`config.mk`:
```
export PLATFORM = sky130hd
export DESIGN_NAME = pll_cfg_guard
export DESIGN_NICKNAME = d
export VERILOG_FILES = /design/src/rtl/pll_cfg_pkg.sv /design/src/rtl/pll_feed_unlock.sv /design/src/rtl/pll_shadow_regs.sv /design/src/rtl/pll_out_stage.sv /design/src/rtl/pll_cfg_guard.sv
export SDC_FILE = /design/constraint.sdc
export NUM_CORES = 1
export LEC_CHECK = 0
export ABC_CLOCK_PERIOD_IN_PS = 7950
export BUFFER_PORTS_ARGS = -buffer_cell sky130_fd_sc_hd__buf_2
export CORE_AREA = 4 4 147 149
export DETAILED_ROUTE_END_ITERATION = 16
export DIE_AREA = 0 0 151 153
export MAX_ROUTING_LAYER = met4
export PLACE_DENSITY_LB_ADDON = 0.05
export SYNTH_ARGS = -nofsm -noshare
export SYNTH_HDL_FRONTEND = slang
export SYNTH_SLANG_ARGS = --single-unit
```
`constraint.sdc`:
```
create_clock -name clk -period 7.95 [get_ports clk]
set_clock_uncertainty 0.2 [all_clocks]
set_input_delay 1.1925 -clock clk [delete_from_list [all_inputs] [get_ports clk]]
set_output_delay 1.1925 -clock clk [all_outputs]
set_load 0.02 [all_outputs]
```
`src/rtl/pll_cfg_pkg.sv`:
```
package pll_cfg_pkg;
  localparam logic [7:0] KEY_FIRST  = 8'hAA;
  localparam logic [7:0] KEY_SECOND = 8'h55;
  localparam int REG_CFG  = 0;
  localparam int REG_CTL  = 1;
  localparam int REG_FEED = 2;
  localparam int CTL_W    = 2;
  localparam int CTL_EN   = 0;
  localparam int CTL_CONN = 1;
endpackage

```
`src/rtl/pll_feed_unlock.sv`:
```
module pll_feed_unlock #(
  parameter int DATA_W = 8
) (
  input  logic              clk,
  input  logic              rst,
  input  logic              acc,
  input  logic              feed_wr,
  input  logic [DATA_W-1:0] wdata,
  output logic              commit,
  output logic              armed_q
);
  import pll_cfg_pkg::*;

  logic key_a, key_b;
  always_comb begin
    key_a  = feed_wr && (wdata == DATA_W'(KEY_FIRST));
    key_b  = feed_wr && (wdata == DATA_W'(KEY_SECOND));
    commit = armed_q && key_b;
  end

  always_ff @(posedge clk) begin
    if (rst)      armed_q <= 1'b0;
    else if (acc) armed_q <= key_a;
  end

  // any access other than the first key clears arming
  a_r3_abort_clears: assert property (@(posedge clk) disable iff (rst)
    (acc && !key_a) |=> !armed_q);
  // arming only ever follows the first key value
  a_r2_arm_source: assert property (@(posedge clk) disable iff (rst)
    $rose(armed_q) |-> $past(feed_wr && wdata == DATA_W'(KEY_FIRST)));
endmodule

```
`src/rtl/pll_shadow_regs.sv`:
```
module pll_shadow_regs #(
  parameter int DATA_W = 8,
  parameter int CFG_W  = 7,
  parameter int CTL_W  = 2
) (
  input  logic              clk,
  input  logic              rst,
  input  logic              cfg_we,
  input  logic              ctl_we,
  input  logic [DATA_W-1:0] wdata,
  input  logic              commit,
  output logic [CFG_W-1:0]  act_cfg,
  output logic [CTL_W-1:0]  act_ctl
);
  logic [CFG_W-1:0] shd_cfg;
  logic [CTL_W-1:0] shd_ctl;

  always_ff @(posedge clk) begin
    if (rst) begin
      shd_cfg <= '0;
      shd_ctl <= '0;
      act_cfg <= '0;
      act_ctl <= '0;
    end else begin
      if (cfg_we) shd_cfg <= wdata[CFG_W-1:0];
      if (ctl_we) shd_ctl <= wdata[CTL_W-1:0];
      if (commit) begin
        act_cfg <= shd_cfg;
        act_ctl <= shd_ctl;
      end
    end
  end

  // live values hold without a commit
  a_r1_live_hold: assert property (@(posedge clk) disable iff (rst)
    !commit |=> ($stable(act_cfg) && $stable(act_ctl)));
  // a commit copies the pending values
  a_r2_commit_copy: assert property (@(posedge clk) disable iff (rst)
    commit |=> (act_cfg == $past(shd_cfg) && act_ctl == $past(shd_ctl)));
endmodule

```
`src/rtl/pll_out_stage.sv`:
```
module pll_out_stage #(
  parameter int MULT_W   = 5,
  parameter int DIVC_W   = 2,
  parameter int CTL_W    = 2,
  parameter int OSC_W    = 20,
  parameter int FMIN_KHZ = 156000,
  parameter int FMAX_KHZ = 320000,
  localparam int CFG_W   = MULT_W + DIVC_W,
  localparam int MOUT_W  = MULT_W + 1,
  localparam int DOUT_W  = 2 ** DIVC_W,
  localparam int FREQ_W  = OSC_W + MOUT_W + DOUT_W + 1
) (
  input  logic              clk,
  input  logic              rst,
  input  logic [CFG_W-1:0]  act_cfg,
  input  logic [CTL_W-1:0]  act_ctl,
  input  logic              lock,
  input  logic [OSC_W-1:0]  osc_khz,
  output logic [MOUT_W-1:0] mult_q,
  output logic [DOUT_W-1:0] div_q,
  output logic              en_q,
  output logic              conn_q,
  output logic              bad_q
);
  import pll_cfg_pkg::*;

  logic [MOUT_W-1:0] mult_n;
  logic [DOUT_W-1:0] div_n;
  logic [FREQ_W-1:0] fcco;

  always_comb begin
    mult_n = MOUT_W'(act_cfg[MULT_W-1:0]) + MOUT_W'(1);
    div_n  = DOUT_W'(1) << act_cfg[CFG_W-1:MULT_W];
    fcco   = (FREQ_W'(osc_khz) * FREQ_W'(mult_n) * FREQ_W'(div_n)) << 1;
  end

  always_ff @(posedge clk) begin
    if (rst) begin
      mult_q <= MOUT_W'(1);
      div_q  <= DOUT_W'(1);
      en_q   <= 1'b0;
      conn_q <= 1'b0;
      bad_q  <= 1'b0;
    end else begin
      mult_q <= mult_n;
      div_q  <= div_n;
      en_q   <= act_ctl[CTL_EN];
      conn_q <= act_ctl[CTL_EN] && act_ctl[CTL_CONN] && lock;
      bad_q  <= (fcco < FREQ_W'(FMIN_KHZ)) || (fcco > FREQ_W'(FMAX_KHZ));
    end
  end

  // connect never without enable
  a_r8_conn_needs_en: assert property (@(posedge clk) disable iff (rst)
    conn_q |-> en_q);
  // divider is always a single power of two
  a_r5_div_pow2: assert property (@(posedge clk) disable iff (rst)
    $onehot(div_q));
  // multiplier tracks the live code one clock later
  a_r4_mult_track: assert property (@(posedge clk) disable iff (rst)
    $stable(act_cfg) |=> $stable(mult_q));
endmodule

```
`src/rtl/pll_cfg_guard.sv`:
```
module pll_cfg_guard #(
  parameter int DATA_W   = 8,
  parameter int ADDR_W   = 2,
  parameter int MULT_W   = 5,
  parameter int DIVC_W   = 2,
  parameter int OSC_W    = 20,
  parameter int FMIN_KHZ = 156000,
  parameter int FMAX_KHZ = 320000,
  localparam int CFG_W   = MULT_W + DIVC_W,
  localparam int MOUT_W  = MULT_W + 1,
  localparam int DOUT_W  = 2 ** DIVC_W
) (
  input  logic              clk,
  input  logic              rst,
  input  logic              bus_wr,
  input  logic              bus_rd,
  input  logic [ADDR_W-1:0] bus_addr,
  input  logic [DATA_W-1:0] bus_wdata,
  output logic [DATA_W-1:0] bus_rdata,
  input  logic [OSC_W-1:0]  osc_khz,
  input  logic              pll_lock,
  output logic [MOUT_W-1:0] pll_mult,
  output logic [DOUT_W-1:0] pll_div,
  output logic              pll_en,
  output logic              pll_conn,
  output logic              freq_bad
);
  import pll_cfg_pkg::*;

  logic             acc, cfg_we, ctl_we, feed_wr, commit, armed;
  logic [CFG_W-1:0] act_cfg;
  logic [CTL_W-1:0] act_ctl;

  always_comb begin
    acc     = bus_wr || bus_rd;
    cfg_we  = bus_wr && (bus_addr == ADDR_W'(REG_CFG));
    ctl_we  = bus_wr && (bus_addr == ADDR_W'(REG_CTL));
    feed_wr = bus_wr && (bus_addr == ADDR_W'(REG_FEED));
  end

  pll_feed_unlock #(.DATA_W(DATA_W)) u_unlock (
    .clk(clk), .rst(rst), .acc(acc), .feed_wr(feed_wr),
    .wdata(bus_wdata), .commit(commit), .armed_q(armed)
  );

  pll_shadow_regs #(.DATA_W(DATA_W), .CFG_W(CFG_W), .CTL_W(CTL_W)) u_regs (
    .clk(clk), .rst(rst), .cfg_we(cfg_we), .ctl_we(ctl_we),
    .wdata(bus_wdata), .commit(commit), .act_cfg(act_cfg), .act_ctl(act_ctl)
  );

  pll_out_stage #(
    .MULT_W(MULT_W), .DIVC_W(DIVC_W), .CTL_W(CTL_W), .OSC_W(OSC_W),
    .FMIN_KHZ(FMIN_KHZ), .FMAX_KHZ(FMAX_KHZ)
  ) u_out (
    .clk(clk), .rst(rst), .act_cfg(act_cfg), .act_ctl(act_ctl),
    .lock(pll_lock), .osc_khz(osc_khz), .mult_q(pll_mult), .div_q(pll_div),
    .en_q(pll_en), .conn_q(pll_conn), .bad_q(freq_bad)
  );

  always_ff @(posedge clk) begin
    if (rst) bus_rdata <= '0;
    else if (bus_rd && !bus_wr) begin
      if (bus_addr == ADDR_W'(REG_CFG))      bus_rdata <= DATA_W'(act_cfg);
      else if (bus_addr == ADDR_W'(REG_CTL)) bus_rdata <= DATA_W'(act_ctl);
      else                                   bus_rdata <= '0;
    end
  end

  // configuration read-back shows the live value
  a_r9_read_live: assert property (@(posedge clk) disable iff (rst)
    (bus_rd && !bus_wr && bus_addr == ADDR_W'(REG_CFG)) |=>
      bus_rdata == DATA_W'($past(act_cfg)));
  // a commit needs a prior arm, an unarmed second key commits nothing
  a_r3_unarmed_key: assert property (@(posedge clk) disable iff (rst)
    (!armed && feed_wr) |=> ($stable(act_cfg) && $stable(act_ctl)));
endmodule

```
Word level (Yosys, flattened, before mapping)
Index checks and enable logic that the tools add are counted.

word-level totals
  input port bits = 35
  register bits after elaboration = 40
  logic and storage cells = 36
  output and inout port bits = 21

operators by class
  magnitude comparators = 2
  eq/ne operators = 4
  add/subtract/negate cells = 1
  $mul = 2
  muxes and demuxes = 2
  shift operators = 1
  reduce and logical (&&, ||, !) cells = 13

operators by type and width
  operator                                                                         number
  31-bit by 19-bit > comparator with 1-bit output (second input constant)          1
  31-bit by 18-bit less-than comparator with 1-bit output (second input constant)  1
  26-bit by 4-bit multiplier with 30-bit output                                    1
  20-bit by 6-bit multiplier with 26-bit output                                    1
  1-bit logical AND                                                                9
  8-bit by 7-bit == test with 1-bit output (second input constant)                 1
  8-bit == test (second input constant)                                            1
  7-bit 2-to-1 mux                                                                 1
  5-bit by 1-bit adder with 6-bit output (second input constant)                   1
  1-bit by 2-bit << shifter with 4-bit output (first input constant)               1
  2-bit by 1-bit == test with 1-bit output (second input constant)                 1
  2-bit == test (second input constant)                                            1
  2-bit zero test                                                                  1
  1-bit logical OR                                                                 2
  2-bit 2-to-1 mux                                                                 1
  1-bit zero test                                                                  1

Logic depth before layout (Yosys ltp)
Gate-level depths: netlist (run 1).

  word-level depth = 5
  gate-level depth with buffers = 36
  mapped depth without buffers = 34

Hierarchy
A second synthesis (run 1) with hierarchy kept.

second synthesis, totals
  cell total of the unflattened synthesis = 1155
  area total of the unflattened synthesis = 9177.6 µm²

by module, submodules not included
  module           cells each  seq. area each (µm²)  area each (µm²)  times used
  pll_out_stage    1055        260.2                 8116.5           1
  pll_shadow_regs  58          360.3                 646.9            1
  pll_cfg_guard    32          140.1                 325.3            1
  pll_feed_unlock  10          20.0                  88.8             1

Worst setup path after synthesis (run 1)
OpenSTA, ideal clock, no wires.

  path type = input to register
  from = input port osc_khz[3]
  to = register u_out.bad_q
  path buffers = 1
  cell stages on the path = 31
  slack = -436 ps
  data required time = 7614 ps
  arrival = 8050 ps
  setup time = 136 ps
  cell sequence = and2_1 -> fa_1 -> inv_1 -> fa_1 -> fa_1 -> inv_1 -> ha_1 -> nor2b_1 -> o21ai_0 -> a21boi_0 -> o21ai_0 -> a211oi_1 -> nor3_1 -> nor3_1 -> and3b_1 -> nor2_1 -> fa_1 -> inv_1 -> fa_1 -> inv_1 -> ha_1 -> clkbuf_1 -> inv_1 -> o21ai_1 -> a21oi_1 -> a21oi_1 -> or4_1 -> a211oi_1 -> nand3_1 -> a2111oi_2 -> a41oi_2

on the way
  word-level cells in the longest chain between the ends = 4
  elaborated cells between the ends (all ways) = 5
  classes of those cells = mul: 2; order compare: 2; reduce/logical: 1

RTL lines
  item                                                                                                                        RTL line             source
  from (decl)                                                                                                                 pll_cfg_guard.sv:20  input logic [OSC_W-1:0] osc_khz,
  20-bit by 6-bit multiplier with 26-bit output *                                                                             pll_out_stage.sv:34  fcco = (FREQ_W'(osc_khz) * FREQ_W'(mult_n) * FREQ_W'(div_n)) << 1;
  26-bit by 4-bit multiplier with 30-bit output *                                                                             pll_out_stage.sv:34
  31-bit by 18-bit less-than comparator with 1-bit output or 31-bit by 19-bit > comparator with 1-bit output (tied branches)  pll_out_stage.sv:49  bad_q <= (fcco < FREQ_W'(FMIN_KHZ)) || (fcco > FREQ_W'(FMAX_KHZ));
  1-bit logical OR *                                                                                                          pll_out_stage.sv:49
  to (signal assigned)                                                                                                        pll_out_stage.sv:49
  to (decl)                                                                                                                   pll_out_stage.sv:23  output logic bad_q

Every way passes the cells marked *; elsewhere a longest branch is shown, timed or not.
A chain may end at the register's enable or synchronous reset.

Worst setup path after layout (run 1)
Same ends and word-level chain as after synthesis.

==> impl_metrics.tcl, run 1 <==
set metrics [dict create \
    routed_wl_um 22000 \
    clock_sinks 39 \
    violations "negative setup slack" \
    r2r_start "u_regs.act_cfg[0]" \
    min_period_over_period_pct 101 \
    hp-class "flop to flop" \
    firstDrtPassIters 5 \
    vias_per_cell 4.87 \
    relSlewSlack_pct 29.2 \
    grt_overflow 0 \
    drt-wirelength-per-cell_um 13.4 \
    finalPower_mw 0.608 \
    cts_made_buffers 5 \
    first_global_vias 8048 \
    final_nets 1593 \
    drive_gt1_share_pct 28.8 \
    yosysMostFrequentCell "inv_1" \
    num_rows 52 \
    area_delta_synth_final_pct 31.3 \
    ant_nets 0 \
    drtIter0Drc 285 \
    start_util_pct 44.4 \
    power.static_leakage_nw 5.66 \
    synth_edf_count 0 \
    synthCells 1146 \
    dpl-instance-area_um2 10900 \
    arrival_ps 7970 \
    multi_input_area_um2 7810 \
    die_x_um 151 \
    grt_max_degree 39 \
    die_h_um 153 \
    netlist_area_um2 8960 \
    fmax_mhz 125 \
    synth_top_area_share_pct 27.0 \
    diodes 0 \
    grt_pass1_wl_um 38300 \
    setup_viol 1 \
    r2r_slack_ps -20 \
    start_kind "primary input" \
    ioPinCount 56 \
    drc_errors 0 \
    synth-seq-cells 39 \
    nFillCells 1935 \
    clkTransAtPathRegs_ps 70 \
    die-area_um2 23100 \
    yosysWarnings 0 \
    cp.required_ps 7890 \
    reg2regPathDepth 35 \
    power_density_nw_per_um2 51.7 \
    rsz0062_at_grt "true" \
    finalHoldViolCount 0 \
    fin_crit_ps 8030 \
    yosys-top-cells-area "fa_1 (27%), ha_1 (9.6%), dfxtp_1 (8.7%)" \
    min_to "u_regs.shd_cfg[6]" \
    tightest_slew_ps 1060 \
    clockBufferDepth 2 \
    place_ws_ps -694 \
    ys.flop_type "dfxtp_1" \
    hold_buffers 0 \
    cp-end-kind "flop" \
    vdd_drop_max_mv 0.0819 \
    outcome "complete, but fails checks" \
    cts_tree "built" \
    wl_met2_um 10000 \
    dp_hpwl_um 18200 \
    track_usage_pct 20.2 \
    syn_nets 1371 \
    final_cells 1639 \
    hp-start "u_regs.shd_cfg[6]" \
    path_class "primary input to flop" \
    cpPeakStageDelay_ps 560 \
    r2r_end "u_out.bad_q" \
    cts_max_level 2 \
    place_inst 1609 \
    cp_max_fo 5 \
    routabilityCongestion 0.842 \
    yosys.area.top_type "fa_1" \
    portBuffers 54 \
    worst_hold_path.num_cells 2 \
    core_area_um2 20200 \
    via_count 7988 \
    setup_ws_ps -77.5 \
    clock_latency_ps 290 \
    slowest_stage "or4_1" \
    avgSynthCellArea_um2 7.82 \
    dr.max_layer_used "met4" \
    wl_met1_um 11500 \
    report.final.slew_viol_count 0 \
    path_common_cell "fa_1" \
    root_buffer "clkbuf_16" \
    finalInstanceArea_um2 11800 \
    synth_commonest_cells "inv_1 (197), fa_1 (121), nor2_1 (112)" \
    grt_antenna_before_repair 0 \
    route.met3.wl_um 373 \
    seqCellArea_um2 787 \
    synth-async-reset-ratio_pct 0 \
    synth_cell_types 70 \
    drv_cap 0 \
    yosysSeqAreaShare_pct 8.72 \
]
==> through the flow <==
| step | setup TNS, ps | utilization, % | hold WS (ps) |
|---|---|---|---|
| after floorplan | -87.8 | - | 228 |
| after global placement | -663 | 54.1 | 247 |
| after detailed placement | -694 | 54.1 | 258 |
| after CTS | -42.5 | 57.5 | 267 |
| after global routing | -409 | 58.3 | 289 |
| final | -77.5 | 58.3 | 264 |
==> placed cells by master, fill, tap and decap left out, drive strengths merged, types with 3 or more instances in the layout <==
master,synthesis,final
nand3,18,18
buf,5,263
o31ai,3,3
nand2b,32,32
nor2b,64,64
nor4b,3,3
dfxtp,39,39
mux2i,22,22
fa,121,121
nand4,5,5
and3,5,5
or2,15,15
nand2,78,78
or4,3,3
o21bai,9,9
ha,69,69
a31oi,6,6
nor4,3,3
a21oi,65,65
a22oi,6,6
o21ai,26,26
a2111oi,3,3
nor2,112,112
o211ai,7,7
or3,4,4
inv,197,198
clkbuf,43,5
o22ai,5,5
nor3,19,19
xnor2,18,18
xor2,19,19
and2,59,59
a211o,4,4
a211oi,10,10
a21o,18,18
a311oi,3,3
==> critical path: cells and delay by family <==
kind | cells | cell delay [ps]
adder cells (fa/ha/maj) | 7 | 3190
AO/OA/AOI/OAI | 11 | 1720
AND/OR/NAND/NOR | 5 | 960
buffers and inverters | 8 | 720
XOR/XNOR | 1 | 190
==> registers in the layout, summed over array words and instances (netlist names) <==
signal            flops
bus_rdata             7
u_regs.act_cfg        7
u_regs.shd_cfg        7
u_out.mult_q          6
u_out.div_q           4
u_regs.act_ctl        2
u_regs.shd_ctl        2
u_out.bad_q           1
u_out.conn_q          1
u_out.en_q            1
u_unlock.armed_q      1
==> cell families (layout without fill, tap and decap cells) <==
| kind of cell | Yosys count | in the layout | share of synthesized area, % |
|---|---|---|---|
| buffers and inverters | 245 | 468 | 10.3 |
| AND/OR/NAND/NOR | 426 | 426 | 24.3 |
| AO/OA/AOI/OAI | 184 | 184 | 13.6 |
| multiplexers | 24 | 24 | 2.71 |
| flip-flops | 39 | 39 | 8.72 |
| adder cells (fa/ha/maj) | 190 | 190 | 36.7 |
| XOR/XNOR | 37 | 37 | 3.62 |
| other | 1 | 1 | 0.0419 |
==> power breakdown <==
group          internal (mW)  switching (mW)  leakage [nW]
clock                  0.182          0.0915        0.0959
combinational         0.0658          0.0709          5.25
sequential             0.197        0.000904         0.317
total                  0.445           0.163          5.66
==> worst max path at each step <==
stage	from	cells past startpoint	endpoint
after CTS	osc_khz[4]	33	u_out.bad_q
after floorplan	osc_khz[13]	29	u_out.bad_q
final	osc_khz[3]	32	u_out.bad_q
after global placement	osc_khz[3]	32	u_out.bad_q
after global routing	osc_khz[1]	35	u_out.bad_q
after detailed placement	osc_khz[3]	31	u_out.bad_q
==> timing repair <==
| action | CTS | global route |
|---|---|---|
| endpoints found under the setup margin | 1 | 1 |
| cloned | 1 | 0 |
| buffers inserted | 18 | 3 |
| gates resized for setup | 83 | 25 |
| pin swaps | 76 | 34 |
==> cell type report <==
| class | count | share of cell area (%) |
|---|---|---|
| Clock inverter | 3 | 0.607 |
| Inverter | 197 | 6.31 |
| Clock buffer | 5 | 1.06 |
| Multi-Input combinational cell | 862 | 66.5 |
| Sequential cell | 39 | 6.69 |
| Timing Repair Buffer | 263 | 16.0 |
| Tap cell | 270 | 2.87 |
==> routing by layer <==
metal | up-vias | GRT usage [%]
li1 | 4097 | -
met1 | 3799 | 29.5
met2 | 80 | 31.5
met3 | 12 | 2.19
met4 | 0 | 1.81
met5 | - | -
(Power assumes the default switching activity.)
==> run 2, diff against run 1 <==
--- a/config.mk
+++ b/config.mk
@@ -11,7 +11,6 @@
 export DETAILED_ROUTE_END_ITERATION = 16
 export DIE_AREA = 0 0 151 153
 export MAX_ROUTING_LAYER = met4
-export PLACE_DENSITY_LB_ADDON = 0.05
 export SYNTH_ARGS = -nofsm -noshare
 export SYNTH_HDL_FRONTEND = slang
 export SYNTH_SLANG_ARGS = --single-unit
==> run 2 against run 1 <==
The flow still finishes with violations (negative setup slack). Clock-buffer cell count is the same. Cell count shrank 1.1%. First-iteration DRC count is 8.1% higher. Via count shrank 0.64%. Sequential power about the same. Critical path depth fell by 1. Flip-flop and latch count is the same. Power shrank 0.20%. Core utilization is 1.3 points lower. Fmax rose by 0.73%. Non-clock buffer count shrank 18. Sequential share of layout area grew 0.16 points.
==> impl_metrics.tcl, run 2 (synthesized netlist as in run 1, its figures left out) <==
set metrics [dict create \
    layout_commonest_cell "inv_1" \
    setup_ws_ps -19.3 \
    cp-end-kind "flop" \
    die_h_um 153 \
    cp_max_fo 6 \
    drive_gt1_share_pct 26.3 \
    die-area_um2 23100 \
    dp_hpwl_um 17500 \
    grt_antenna_before_repair 0 \
    drv_cap 0 \
    clkTransAtPathRegs_ps 70 \
    worst_path_dominant_cell_family "adder cells" \
    hold_buffers 0 \
    r2r_end "u_out.bad_q" \
    fin_crit_ps 7970 \
    arrival_ps 7910 \
    min_to "u_regs.shd_cfg[1]" \
    finalInstanceArea_um2 11500 \
    worst_hold_path.num_cells 2 \
    drtIter0Drc 308 \
    tightest_slew_ps 948 \
    setup_tns_ps -19.3 \
    root_buffer "clkbuf_16" \
    start_kind "primary input" \
    clock_latency_ps 290 \
    cts_max_level 2 \
    dpl-instance-area_um2 10800 \
    min_period_over_period_pct 100 \
    first_global_vias 7971 \
    layout_common_cells "inv_1 (191), buf_4 (188), fa_1 (121)" \
    grt_overflow 0 \
    firstDrtPassIters 6 \
    place_ws_ps -693 \
    die_x_um 151 \
    p_sw_mw 0.165 \
    routed_wl_um 21000 \
    drt-wirelength-per-cell_um 13.0 \
    track_usage_pct 19.2 \
    via_count 7937 \
    hp-class "flop to flop" \
    top_regs "bus_rdata x7, u_regs.act_cfg x7, u_regs.shd_cfg x7" \
    cp.required_ps 7890 \
    finalHoldViolCount 0 \
    p_comb_share_pct 21.9 \
    fmax_mhz 125 \
    setup_viol 1 \
    cts_made_buffers 5 \
    cpPeakStageDelay_ps 560 \
    grt_max_degree 39 \
    power_density_nw_per_um2 52.8 \
    netSwitchingFraction_pct 27.2 \
    clockBufferDepth 2 \
    routabilityCongestion 0.878 \
    vias_per_cell 4.90 \
    clkPwrFrac_pct 45.6 \
    grt_pass1_wl_um 36800 \
    p_int_mw 0.442 \
    violations "negative setup slack" \
    drc_errors 0 \
    outcome "complete, but fails checks" \
    path_class "primary input to flop" \
    critical_path_buf_inv_count 8 \
    relSlewSlack_pct 36.6 \
    cts_tree "built" \
    start_util_pct 44.4 \
    slowest_stage "fa_1" \
    ant_nets 0 \
    r2r_slack_ps -10 \
    vdd_drop_max_mv 0.0983 \
    report.final.slew_viol_count 0 \
    fin_util_pct 57.0 \
    clock_sinks 39 \
    diodes 0 \
    portBuffers 54 \
    hp-start "u_regs.shd_cfg[1]" \
    area_delta_synth_final_pct 28.4 \
    num_rows 52 \
    rsz0062_at_grt "true" \
    nFillCells 1892 \
    r2r_start "u_regs.act_cfg[1]" \
    startpoint "osc_khz[7]" \
    core_area_um2 20200 \
    ioPinCount 56 \
    final_nets 1575 \
    seqPwrFrac_pct 32.5 \
    path_common_cell "fa_1" \
    power.static_leakage_nw 5.58 \
    reg2regPathDepth 33 \
]
==> run 2: changes by cell type in the layout (fill, tap and decap cells not counted), sizes merged <==
cell | before | now
buf | 263 | 245
==> run 2: worst max path at each step <==
| stage | cells past startpoint | to |
|---|---|---|
| 3_5_place_dp | 31 | u_out.bad_q |
| 3_3_place_gp | 31 | u_out.bad_q |
| 5_1_grt | 31 | u_out.bad_q |
| 2_1_floorplan | 29 | u_out.bad_q |
| 4_1_cts | 31 | u_out.bad_q |
| 6_report | 31 | u_out.bad_q |
==> run 2: layout make-up <==
| class | instances | area (µm²) | share of cell area [%] |
|---|---|---|---|
| Tap cell | 270 | 338 | 2.94 |
| Sequential cell | 39 | 788 | 6.85 |
| Inverter | 197 | 739 | 6.43 |
| Timing Repair Buffer | 245 | 1730 | 15.0 |
| Clock buffer | 5 | 125 | 1.09 |
| Clock inverter | 3 | 71.3 | 0.620 |
| Multi-Input combinational cell | 862 | 7710 | 67.0 |
==> run 2: what timing repair did <==
action                                  4_1_cts  5_1_grt
pin swaps                                    65       19
gates resized for setup                      54       27
gates cloned                                  0        0
endpoints found under the setup margin        1        1
hold endpoints to repair                      0        0
buffers inserted                             23        1
==> run 2: power groups by stage <==
stage	registers [mW]	logic (mW)	clock network [mW]
global placement	0.202	0.124	0
global route	0.197	0.149	0.289
detailed placement	0.202	0.125	0
floorplan	0.203	0.0737	0
finish	0.197	0.133	0.277
CTS	0.198	0.132	0.283
==> run 2: worst reg2reg max path: cells and delay by family (launching register included) <==
kind	cells	cell delay [ps]
xor gates and xnor gates	2	320
and+or+nand+nor	7	1490
buffers and inverters	8	810
AOI/OAI and AO/OA	8	1220
DFF	1	360
adders and majority gates	8	3390
==> run 2: per-layer routing <==
layer	share of wire (%)	vias to the layer above	wire (µm)	GRT usage, %
li1	-	4066	-	-
met1	50	3753	10500	27.5
met2	47	97	9860	30.0
met3	1.8	21	389	1.84
met4	1.3	0	282	3.24
met5	0	-	0	-
==> run 2: per-stage QoR <==
step / instances / power [mW] / hold slack (ps)
floorplan: 1146 / 0.276 / 228
global placement: 1589 / 0.327 / 246
detailed placement: 1589 / 0.328 / 248
CTS: 1620 / 0.612 / 258
global route: 1621 / 0.635 / 270
finish: 1621 / 0.607 / 256
